## src/rtl/bih_pkg.sv

```systemverilog
package bih_pkg;
  localparam int LVL_W = 3;
  localparam int N_LVL = (1 << LVL_W) - 1;

  typedef struct packed {
    logic             en;
    logic             ext;
    logic [LVL_W-1:0] lvl;
  } src_cfg_t;

  typedef enum logic [2:0] {
    ST_WAIT_HI,
    ST_IDLE,
    ST_CHAIN,
    ST_PASS,
    ST_VEC,
    ST_DTK,
    ST_EXT
  } ack_st_e;
endpackage

```

## src/rtl/bih_regs.sv

```systemverilog
module bih_regs
  import bih_pkg::*;
#(
  parameter int N_SRC = 4,
  parameter int VEC_W = 8,
  localparam int IDX_W = $clog2(N_SRC),
  localparam int AW    = IDX_W + 1
) (
  input  logic                        clk_i,
  input  logic                        rst_ni,
  input  logic                        we_i,
  input  logic [AW-1:0]               addr_i,
  input  logic [VEC_W-1:0]            wdata_i,
  output src_cfg_t [N_SRC-1:0]        cfg_o,
  output logic [N_SRC-1:0][VEC_W-1:0] vec_o
);
  logic             is_vec;
  logic [IDX_W-1:0] sel;

  assign is_vec = addr_i[AW-1];
  assign sel    = addr_i[IDX_W-1:0];

  for (genvar g = 0; g < N_SRC; g++) begin : g_src
    always_ff @(posedge clk_i or negedge rst_ni) begin
      if (!rst_ni) begin
        cfg_o[g] <= '0;
        vec_o[g] <= '0;
      end else if (we_i && sel == IDX_W'(g)) begin
        if (is_vec) vec_o[g] <= wdata_i;
        else begin
          cfg_o[g].en  <= wdata_i[7];
          cfg_o[g].ext <= wdata_i[3];
          cfg_o[g].lvl <= wdata_i[LVL_W-1:0];
        end
      end
    end
  end
endmodule

```

## src/rtl/bih_req.sv

```systemverilog
module bih_req
  import bih_pkg::*;
#(
  parameter int N_SRC = 4
) (
  input  logic                 clk_i,
  input  logic                 rst_ni,
  input  logic [N_SRC-1:0]     req_i,
  input  logic [N_SRC-1:0]     clr_i,
  input  src_cfg_t [N_SRC-1:0] cfg_i,
  output logic [N_SRC-1:0]     pend_o,
  output logic [N_LVL-1:0]     irq_no
);
  logic [N_SRC-1:0] req_q;

  always_ff @(posedge clk_i or negedge rst_ni) begin
    if (!rst_ni) begin
      req_q  <= '0;
      pend_o <= '0;
    end else begin
      req_q  <= req_i;
      // a new edge beats a clear in the same cycle
      pend_o <= (pend_o & ~clr_i) | (req_i & ~req_q);
    end
  end

  for (genvar l = 1; l <= N_LVL; l++) begin : g_lvl
    logic [N_SRC-1:0] hit;
    always_comb begin
      for (int i = 0; i < N_SRC; i++)
        hit[i] = pend_o[i] && cfg_i[i].en && cfg_i[i].lvl == LVL_W'(l);
    end
    assign irq_no[l-1] = ~|hit;
  end

  assert_clr_pending_R9: assert property (@(posedge clk_i) disable iff (!rst_ni)
    (clr_i & ~pend_o) == '0);
endmodule

```

## src/rtl/bih_match.sv

```systemverilog
module bih_match
  import bih_pkg::*;
#(
  parameter int N_SRC = 4,
  localparam int IDX_W = $clog2(N_SRC)
) (
  input  src_cfg_t [N_SRC-1:0] cfg_i,
  input  logic [N_SRC-1:0]     pend_i,
  input  logic [LVL_W-1:0]     lvl_i,
  input  logic                 rd_i,
  output logic                 hit_o,
  output logic [IDX_W-1:0]     win_o,
  output logic                 ext_o
);
  always_comb begin
    hit_o = 1'b0;
    win_o = '0;
    ext_o = 1'b0;
    // descending scan: the lowest index is written last and wins
    for (int i = N_SRC - 1; i >= 0; i--) begin
      if (rd_i && lvl_i != '0 && pend_i[i] && cfg_i[i].en && cfg_i[i].lvl == lvl_i) begin
        hit_o = 1'b1;
        win_o = IDX_W'(i);
        ext_o = cfg_i[i].ext;
      end
    end
  end
endmodule

```

## src/rtl/bih_ack.sv

```systemverilog
module bih_ack
  import bih_pkg::*;
#(
  parameter int N_SRC = 4,
  localparam int IDX_W = $clog2(N_SRC)
) (
  input  logic               clk_i,
  input  logic               rst_ni,
  input  logic               iack_ni,
  input  logic               iackin_ni,
  input  logic [LVL_W-1:0]   level_i,
  input  logic               rw_i,
  output logic [LVL_W-1:0]   cap_lvl_o,
  output logic               cap_rd_o,
  input  logic               hit_i,
  input  logic [IDX_W-1:0]   win_i,
  input  logic               ext_i,
  output logic [IDX_W-1:0]   win_o,
  output logic [N_SRC-1:0]   clr_o,
  output logic               iackout_no,
  output logic               dtack_no,
  output logic               data_oe_o,
  output logic               intae_no
);
  ack_st_e st_q, st_d;
  logic    take_ext;

  assign take_ext = st_q == ST_CHAIN && !iack_ni && !iackin_ni && hit_i && ext_i;

  always_comb begin
    st_d = st_q;
    unique case (st_q)
      ST_WAIT_HI: if (iack_ni) st_d = ST_IDLE;
      ST_IDLE:    if (!iack_ni) st_d = ST_CHAIN;
      ST_CHAIN: begin
        if (iack_ni)         st_d = ST_IDLE;
        else if (!iackin_ni) st_d = !hit_i ? ST_PASS : (ext_i ? ST_EXT : ST_VEC);
      end
      ST_VEC:     st_d = iack_ni ? ST_IDLE : ST_DTK;
      ST_PASS, ST_DTK, ST_EXT: if (iack_ni) st_d = ST_IDLE;
      default:    st_d = ST_WAIT_HI;
    endcase
  end

  always_ff @(posedge clk_i or negedge rst_ni) begin
    if (!rst_ni) begin
      st_q      <= ST_WAIT_HI;
      cap_lvl_o <= '0;
      cap_rd_o  <= 1'b0;
      win_o     <= '0;
    end else begin
      st_q <= st_d;
      if (st_q == ST_IDLE && !iack_ni) begin
        cap_lvl_o <= level_i;
        cap_rd_o  <= rw_i;
      end
      if (st_q == ST_CHAIN && !iackin_ni) win_o <= win_i;
    end
  end

  always_comb begin
    clr_o = '0;
    if (st_q == ST_VEC && !iack_ni) clr_o[win_o] = 1'b1;
    if (take_ext)                   clr_o[win_i] = 1'b1;
  end

  // releases follow the acknowledge input without waiting for a clock
  assign iackout_no = !(st_q == ST_PASS && !iack_ni);
  assign data_oe_o  = (st_q == ST_VEC || st_q == ST_DTK) && !iack_ni;
  assign dtack_no   = !(st_q == ST_DTK && !iack_ni);
  assign intae_no   = !(st_q == ST_EXT && !iack_ni);

  assert_one_resp_R6: assert property (@(posedge clk_i) disable iff (!rst_ni)
    $countones({~iackout_no, ~dtack_no, ~intae_no}) <= 1);

  assert_vec_before_dtack_R5: assert property (@(posedge clk_i) disable iff (!rst_ni)
    !dtack_no |-> data_oe_o && $past(data_oe_o));

  assert_release_R10: assert property (@(posedge clk_i) disable iff (!rst_ni)
    iack_ni |=> st_q == ST_IDLE);

  assert_rearm_R1: assert property (@(posedge clk_i) disable iff (!rst_ni)
    st_q == ST_CHAIN |-> $past(st_q) == ST_IDLE || $past(st_q) == ST_CHAIN);
endmodule

```

## src/rtl/bus_int_handler.sv

```systemverilog
module bus_int_handler
  import bih_pkg::*;
#(
  parameter int N_SRC = 4,
  parameter int VEC_W = 8,
  localparam int IDX_W = $clog2(N_SRC),
  localparam int AW    = IDX_W + 1
) (
  input  logic             clk_i,
  input  logic             rst_ni,
  input  logic             reg_we_i,
  input  logic [AW-1:0]    reg_addr_i,
  input  logic [VEC_W-1:0] reg_wdata_i,
  input  logic [N_SRC-1:0] req_i,
  output logic [N_LVL-1:0] irq_no,
  input  logic             iack_ni,
  input  logic             iackin_ni,
  input  logic [LVL_W-1:0] level_i,
  input  logic             rw_i,
  output logic             iackout_no,
  output logic             dtack_no,
  output logic [VEC_W-1:0] data_o,
  output logic             data_oe_o,
  output logic             intae_no,
  output logic [IDX_W-1:0] intal_o
);
  src_cfg_t [N_SRC-1:0]        cfg;
  logic [N_SRC-1:0][VEC_W-1:0] vec;
  logic [N_SRC-1:0]            pend, clr;
  logic [LVL_W-1:0]            cap_lvl;
  logic                        cap_rd, hit, hit_ext;
  logic [IDX_W-1:0]            win_c, win_q;

  bih_regs #(.N_SRC(N_SRC), .VEC_W(VEC_W)) i_regs (
    .clk_i, .rst_ni, .we_i(reg_we_i), .addr_i(reg_addr_i), .wdata_i(reg_wdata_i),
    .cfg_o(cfg), .vec_o(vec)
  );

  bih_req #(.N_SRC(N_SRC)) i_req (
    .clk_i, .rst_ni, .req_i, .clr_i(clr), .cfg_i(cfg), .pend_o(pend), .irq_no
  );

  bih_match #(.N_SRC(N_SRC)) i_match (
    .cfg_i(cfg), .pend_i(pend), .lvl_i(cap_lvl), .rd_i(cap_rd),
    .hit_o(hit), .win_o(win_c), .ext_o(hit_ext)
  );

  bih_ack #(.N_SRC(N_SRC)) i_ack (
    .clk_i, .rst_ni, .iack_ni, .iackin_ni, .level_i, .rw_i,
    .cap_lvl_o(cap_lvl), .cap_rd_o(cap_rd),
    .hit_i(hit), .win_i(win_c), .ext_i(hit_ext),
    .win_o(win_q), .clr_o(clr),
    .iackout_no, .dtack_no, .data_oe_o, .intae_no
  );

  assign data_o  = data_oe_o ? vec[win_q] : '0;
  assign intal_o = win_q;
endmodule

```

## config.mk

```make
export PLATFORM = sky130hd
export DESIGN_NAME = bus_int_handler
export DESIGN_NICKNAME = d
export VERILOG_FILES = /design/src/rtl/bih_pkg.sv /design/src/rtl/bih_regs.sv /design/src/rtl/bih_req.sv /design/src/rtl/bih_match.sv /design/src/rtl/bih_ack.sv /design/src/rtl/bus_int_handler.sv
export SDC_FILE = /design/constraint.sdc
export NUM_CORES = 1
export LEC_CHECK = 0
export BUFFER_PORTS_ARGS = -buffer_cell sky130_fd_sc_hd__buf_2
export CAP_MARGIN = 15
export CORE_MARGIN = 2
export CORE_UTILIZATION = 50
export DETAILED_ROUTE_END_ITERATION = 8
export GPL_TIMING_DRIVEN = 0
export PLACE_DENSITY = 0.73
export SYNTH_ARGS = -nofsm -noshare
export SYNTH_HDL_FRONTEND = slang
export SYNTH_HIERARCHICAL = 1
export SYNTH_SLANG_ARGS = --single-unit
```

## constraint.sdc

```tcl
create_clock -name clk_i -period 2.37 [get_ports clk_i]
set_clock_uncertainty 0.2 [all_clocks]
set_input_delay 0.474 -clock clk_i [delete_from_list [all_inputs] [get_ports clk_i]]
set_output_delay 0.474 -clock clk_i [all_outputs]
set_load 0.05 [all_outputs]
```

==> metrics.md, run 1 <==
| Metric | Value |
|---|---|
| Status | `complete, but fails checks` |
| Failing checks | `setup timing` |
| Worst Setup Path Type | `reg -> reg` |
| Routability cong. | `0.833` |
| Register area share after synthesis | `0.467` |
| Area grow syn2layout | `27.7%` |
| Reg-to-Reg End | `i_ack/st_q[1]` |
| Syn avg cell area | `12.3 um2` |
| TritonCTS Buffers | `9` |
| Crit-path max cell delay | `0.51 ns` |
| Leak Pwr | `0.00195 uW` |
| IO Port Bufs | `39` |
| CP Capture Type | `flip-flop` |
| Worst min-delay path class | `in -> async` |
| Slowest cell on crit path | `or4b_1` |
| Critical R2R Launch | `i_ack/cap_lvl_o[1]` |
| Worst hold margin | `0.0490 ns` |
| Final worst-path setup slack | `-0.121 ns` |
| Crit path launch | `i_ack/cap_lvl_o[1]` |
| HPWL after DPL | `5390 um` |
| CTS Sinks | `69` |
| Final Cycle Share | `1.05` |
| Remaining DRCs | `0` |
| CP cell instances | `buf_4, o31a_2, nand3_1, o311ai_2, a22o_1, or4b_1, a31oi_1, nor2_1` |
| Post-Route WL | `8030 um` |
| Starting Density | `0.513` |
| DR vias | `2623` |
| Unrepaired setup endpoints after global routing | `yes` |
| Slew HR | `0.423` |
| Syn nets | `324` |
| IO Pins | `45` |
| CTS Root Buffer Type | `clkbuf_8` |
| Post-synth cell types | `51` |
| Remaining antenna violation count after routing | `0` |
| Chip Height | `90.0 um` |
| # setup viols final | `2` |
| Avg Vias per Cell | `5.62` |
| Slew Limit Fails | `0` |
| Reg2Reg Depth | `8` |
| GR Overflow Total | `0` |
| Hold buffer count at cts | `0` |
| CTS tree | `done` |
| Clk pin slew, worst setup/hold paths | `0.08 ns` |
| Req. time, crit path | `2.40 ns` |
| Maximum VDD drop | `0.439 mV` |
| Cells after synthesis | `300` |
| Synthesized flop and latch total | `69` |
| PD cells | `922 nW/um2` |
| Site row count | `31` |
| Critical path fanouts, max | `8` |
| Drt pass-1 iters | `4` |
| FF-to-FF setup slack | `-0.12 ns` |
| Yosys warns | `6` |
| Fin. Hold Viols | `0` |
| Data arrival, critical path | `2.52 ns` |
| Most frequent cells in the layout | `dfrtp_1 (63), mux2_2 (54), buf_2 (26), buf_4 (22), buf_6 (16)` |
| Worst skew pair latency | `0.33 ns` |
| Initial antenna violation count | `0` |
| Area after DPL | `4210 um2` |
| Die ar. | `8100 um2` |
| First-pass GRT wire length | `13600 um` |
| Startpoint types | `flip-flop` |
| Most common cell after layout, fill and taps aside | `dfrtp_1` |
| Core ar. | `7210 um2` |
| Clk buf depth | `2` |
| Htree depth | `3` |
| Slew @ Worst Pin | `0.866 ns` |
| Fillers | `562` |
| Share of cells above drive strength 1 | `0.533` |
| Die X | `90.0 um` |
| Vias in the first global route | `2689` |
| Post-Layout Inst Area | `4720 um2` |
| N_diodes | `0` |
| Initial DRC Count | `177` |
| Drt wl/cell | `17.2 um` |
| Max Cap Viol | `0` |
| Pin count of the biggest net entering global routing | `70` |
| Tmin final | `2.49 ns` |
| Nets | `387` |
| Aggregate global-route resource usage | `0.210` |
| FMAX | `401 MHz` |
| Mapped cell area | `3700 um2` |
registers in the layout, indices dropped and copies added (netlist names):
signal           cells
i_ack/cap_lvl_o      3
i_req/req_q          4
i_ack/win_o          2
i_req/pend_o         4
i_regs/vec_o        32
i_ack/cap_rd_o       1
i_ack/st_q           3
i_regs/cfg_o        20
report_power, final:
| part | internal, uW | switching (uW) |
|---|---|---|
| logic | 704 | 817 |
| clock network | 704 | 457 |
| registers | 1430 | 247 |
cell families (layout without fill, tap and decap cells):
| group | after synthesis | in the layout | share of synthesized area |
|---|---|---|---|
| simple gates | 77 | 77 | 0.158 |
| mux | 73 | 73 | 0.217 |
| flops | 69 | 69 | 0.467 |
| compound gates | 38 | 38 | 0.0754 |
| buf+inv | 31 | 99 | 0.0521 |
| xor+xnor | 12 | 12 | 0.0304 |
layer usage:
metal,vias to the layer above,GRT usage,wire length (um)
li1,1230,-,-
met1,1317,0.301,3730
met5,-,0,0
met4,0,0.0462,63
met2,68,0.323,3830
met3,8,0.0536,404
layout make-up:
| type | instances | area [um2] | share of cell area |
|---|---|---|---|
| multi-input cells | 200 | 2020 | 0.427 |
| clock buffers | 9 | 124 | 0.0262 |
| repair buffers | 54 | 377 | 0.0797 |
| flip-flops and latches | 69 | 1730 | 0.367 |
| plain buffers | 13 | 164 | 0.0347 |
| inverters | 16 | 60.1 | 0.0127 |
| clock inverters | 7 | 124 | 0.0262 |
| well taps | 99 | 124 | 0.0262 |
worst max-delay path: cells and delay by family (launching register included):
family / cells / cell delay, ns
flops: 1 / 0.45
simple gates: 3 / 0.69
compound gates: 4 / 0.89
buf+inv: 1 / 0.16
cell usage after synthesis, drive strengths merged:
cell type   n  area (um2)
dfrtp      69        1730
nor3b       8        60.1
nor2        6        22.5
or3         1        6.26
nor3        8        40.0
o21ai       5        25.0
nand2b      4        27.5
and3        1        11.3
a21oi       2        10.0
buf        14         129
nand3b      6        45.0
nand4b      3        38.8
o32ai       3        33.8
nand2      12        45.0
nor4b       3        62.6
a211oi      2        15.0
or4b        1        10.0
nand4       3        25.0
o31a        1        10.0
nor4        6        88.8
clkbuf      1        3.75
a22o        1        8.76
nand3       8        40.0
xor2       11         104
and4bb      3        37.5
nor2b       3        18.8
o311ai      1        16.3
a311oi      4        41.3
o22ai      16         100
mux2i      16         160
xnor2       1        8.76
mux2       57         642
a31oi       3        18.8
inv        16        60.1
and2        1        6.26
worst max path at each step:
stage | end | slack [ns]
after floorplan | irq_no[4] | -0.16
after global placement | i_ack/st_q[1] | -0.15
after detailed placement | i_ack/st_q[1] | -0.17
after CTS | i_ack/st_q[1] | -0.15
after global routing | i_ack/st_q[1] | -0.24
final | i_ack/st_q[1] | -0.12
through the flow:
step	total power [uW]	setup TNS (ns)	worst slack (ns)	std cells	utilization
2_1_floorplan	2730	-0.679	-0.162	300	-
5_1_grt	4590	-0.706	-0.239	467	0.655
3_3_place_gp	2980	-0.403	-0.151	438	0.583
3_5_place_dp	3030	-0.433	-0.172	438	0.583
4_1_cts	4250	-0.310	-0.146	460	0.634
6_report	4350	-0.152	-0.121	467	0.655
timing repair:
| item | 4_1_cts | 5_1_grt |
|---|---|---|
| setup endpoints to repair | 11 | 19 |
| resized for setup | 24 | 34 |
| pin swaps | 10 | 12 |
| setup buffers | 6 | 9 |
| endpoints found under the hold margin | 0 | 0 |
(Power assumes the default switching activity.)
==> inputs of run 2 (changes only) <==
--- a/config.mk
+++ b/config.mk
@@ -11,7 +11,7 @@
 export CORE_UTILIZATION = 50
 export DETAILED_ROUTE_END_ITERATION = 8
 export GPL_TIMING_DRIVEN = 0
-export PLACE_DENSITY = 0.73
+export PLACE_DENSITY = 0.85
 export SYNTH_ARGS = -nofsm -noshare
 export SYNTH_HDL_FRONTEND = slang
 export SYNTH_HIERARCHICAL = 1
==> run 2 against run 1 <==
Compared with the run above: the run still ends with setup timing left; core utilization is 0.57 points lower; sequential share of layout area is 0.24 points higher; register-to-register slack better by 0.02 ns; total power is 5.7% lower; combinational power is 3% higher; critical path type unchanged; first-iteration DRC count is 31% lower; sequential power hardly changed; clock-buffer cell count is 1 higher; non-clock buffer count is 2 lower; setup slack better by 0.021 ns; largest cell class unchanged.
==> metrics.md, run 2 (synthesis results as in run 1) <==
| Metric | Value |
|---|---|
| Total net switching power | `1580 uW` |
| Post-Route WL | `8470 um` |
| Share of cells above drive strength 1 | `0.525` |
| Total power draw | `4100 uW` |
| Failing checks | `setup timing` |
| Pin count of the biggest net entering global routing | `70` |
| Sequential share of power | `0.408` |
| Unrepaired setup endpoints after global routing | `yes` |
| Status | `complete, but fails checks` |
| Crit-path max cell delay | `0.39 ns` |
| Die ar. | `8100 um2` |
| CP Capture Type | `flip-flop` |
| FF-to-FF setup slack | `-0.1 ns` |
| Buf/Inv on CP | `1` |
| Worst Setup Path Type | `reg -> reg` |
| Site row count | `31` |
| Slowest cell on crit path | `dfrtp_1` |
| CP cell instances | `buf_6, xor2_1, nor4_4, nand2_1, o311ai_2, a22o_1, nor2b_1, nand4_1, o21ai_2, o22ai_1` |
| Critical path fanouts, max | `5` |
| N_diodes | `0` |
| Initial DRC Count | `123` |
| Most frequent cells in the layout | `dfrtp_1 (66), mux2_2 (54), buf_2 (28), buf_6 (18)` |
| Remaining DRCs | `0` |
| Die X | `90.0 um` |
| Nets | `385` |
| IO Port Bufs | `39` |
| Startpoint types | `flip-flop` |
| IO Pins | `45` |
| Worst min-delay path class | `in -> async` |
| HPWL after DPL | `5490 um` |
| Tmin final | `2.47 ns` |
| Sw Share | `0.385` |
| Slew @ Worst Pin | `0.867 ns` |
| Chip Height | `90.0 um` |
| Max Cap Viol | `0` |
| # setup viols final | `4` |
| Avg Vias per Cell | `5.76` |
| Top Registers | `i_regs/vec_o: 32 flops, i_regs/cfg_o: 20 flops` |
| Slew HR | `0.422` |
| Leak Pwr | `0.00191 uW` |
| Critical path's top delay family | `simple AND/OR/NAND/NOR gates` |
| Vias in the first global route | `2705` |
| Most common cell after layout, fill and taps aside | `dfrtp_1` |
| Final Cycle Share | `1.04` |
| Drt pass-1 iters | `4` |
| Maximum VDD drop | `0.461 mV` |
| Largest register FFs | `32` |
| Final setup TNS | `-0.277 ns` |
| Clk buf depth | `2` |
| Slew Limit Fails | `0` |
| Drt wl/cell | `18.2 um` |
| DR vias | `2679` |
| TritonCTS Buffers | `9` |
| First-pass GRT wire length | `13400 um` |
| Fin. Hold Viols | `0` |
| Aggregate global-route resource usage | `0.212` |
| Clock power share | `0.211` |
| Req. time, crit path | `2.41 ns` |
| Internal power | `2530 uW` |
| Area grow syn2layout | `26.6%` |
| Worst skew pair latency | `0.36 ns` |
| Core ar. | `7210 um2` |
| Data arrival, critical path | `2.51 ns` |
| Gate power share | `0.381` |
| Hold buffer count at cts | `0` |
| Starting Density | `0.513` |
| Clk pin slew, worst setup/hold paths | `0.07 ns` |
| CTS Root Buffer Type | `clkbuf_8` |
| Final worst-path setup slack | `-0.0999 ns` |
| Initial antenna violation count | `0` |
| Remaining antenna violation count after routing | `0` |
| CTS tree | `done` |
| CTS Sinks | `69` |
| FMAX | `405 MHz` |
| GR Overflow Total | `0` |
| Htree depth | `3` |
| Reg with most FFs | `i_regs/vec_o` |
| Routability cong. | `0.864` |
| PD cells | `877 nW/um2` |
| Final core utilization | `0.649` |
## run 2: changes by cell type in the layout (fill, tap and decap cells not counted), sizes merged
| cell | before | now |
|---|---|---|
| bufinv | 3 | 0 |
| buf | 66 | 63 |
| inv | 16 | 18 |
| clkbuf | 10 | 12 |
## run 2: final timing paths
| path | start | to | cells past startpoint |
|---|---|---|---|
| worst max-delay path | i_ack/cap_lvl_o[1] | i_req/pend_o[3] | 10 |
| worst min-delay path | rst_ni | i_ack/st_q[2] | 1 |
| worst max register to register | i_ack/cap_lvl_o[1] | i_req/pend_o[3] | 10 |
| worst min register to register | i_req/req_q[0] | i_req/pend_o[0] | 1 |
| max in group asynchronous | rst_ni | i_regs/cfg_o[10] | 1 |
| min in group clk_i | req_i[2] | i_req/req_q[2] | 1 |
## run 2: per-layer routing
metal,routed length [um],GRT usage,vias up
li1,-,-,1237
met1,3560,0.266,1354
met2,4260,0.345,69
met3,437,0.0687,19
met4,213,0.0744,0
met5,0,0,-
## run 2: worst register-to-register path, cell delays in order (launching register included)
cell and delay (ns):
dfrtp_1 0.39, buf_6 0.14, xor2_1 0.18, nor4_4 0.30, nand2_1 0.11, o311ai_2 0.25, a22o_1 0.20, nor2b_1 0.15
nand4_1 0.17, o21ai_2 0.18, o22ai_1 0.09
## run 2: through the flow
step / hold slack, ns / std cells / area [um2] / worst slack (ns)
2_1_floorplan: -0.0216 / 300 / 3890 / -0.162
3_3_place_gp: 0.200 / 438 / 4210 / -0.132
3_5_place_dp: 0.211 / 438 / 4210 / -0.177
4_1_cts: 0.0244 / 457 / 4540 / -0.112
5_1_grt: 0.0159 / 465 / 4680 / -0.254
6_report: 0.0320 / 465 / 4680 / -0.0999
## run 2: layout make-up
class / instances / area (um2)
Fill cell: 545 / 2530
Multi-Input combinational cell: 200 / 2060
Sequential cell: 69 / 1730
Timing Repair Buffer: 50 / 348
Buffer: 15 / 180
Clock buffer: 10 / 128
Tap cell: 99 / 124
Inverter: 16 / 60.1
Clock inverter: 6 / 47.5
## run 2: power by group through the flow
| stage | Combinational [uW] | Clock, uW | Sequential, uW |
|---|---|---|---|
| final | 1560 | 867 | 1670 |
| after global routing | 1660 | 937 | 1710 |
| after CTS | 1450 | 879 | 1660 |
| after detailed placement | 1380 | 0 | 1660 |
| after global placement | 1340 | 0 | 1640 |
| after floorplan | 1100 | 0 | 1630 |
## run 2: timing repair
action / CTS / global route
gates resized for setup: 37 / 23
gates cloned: 0 / 0
setup endpoints to repair: 13 / 20
buffers inserted: 3 / 8
pin swaps: 7 / 9
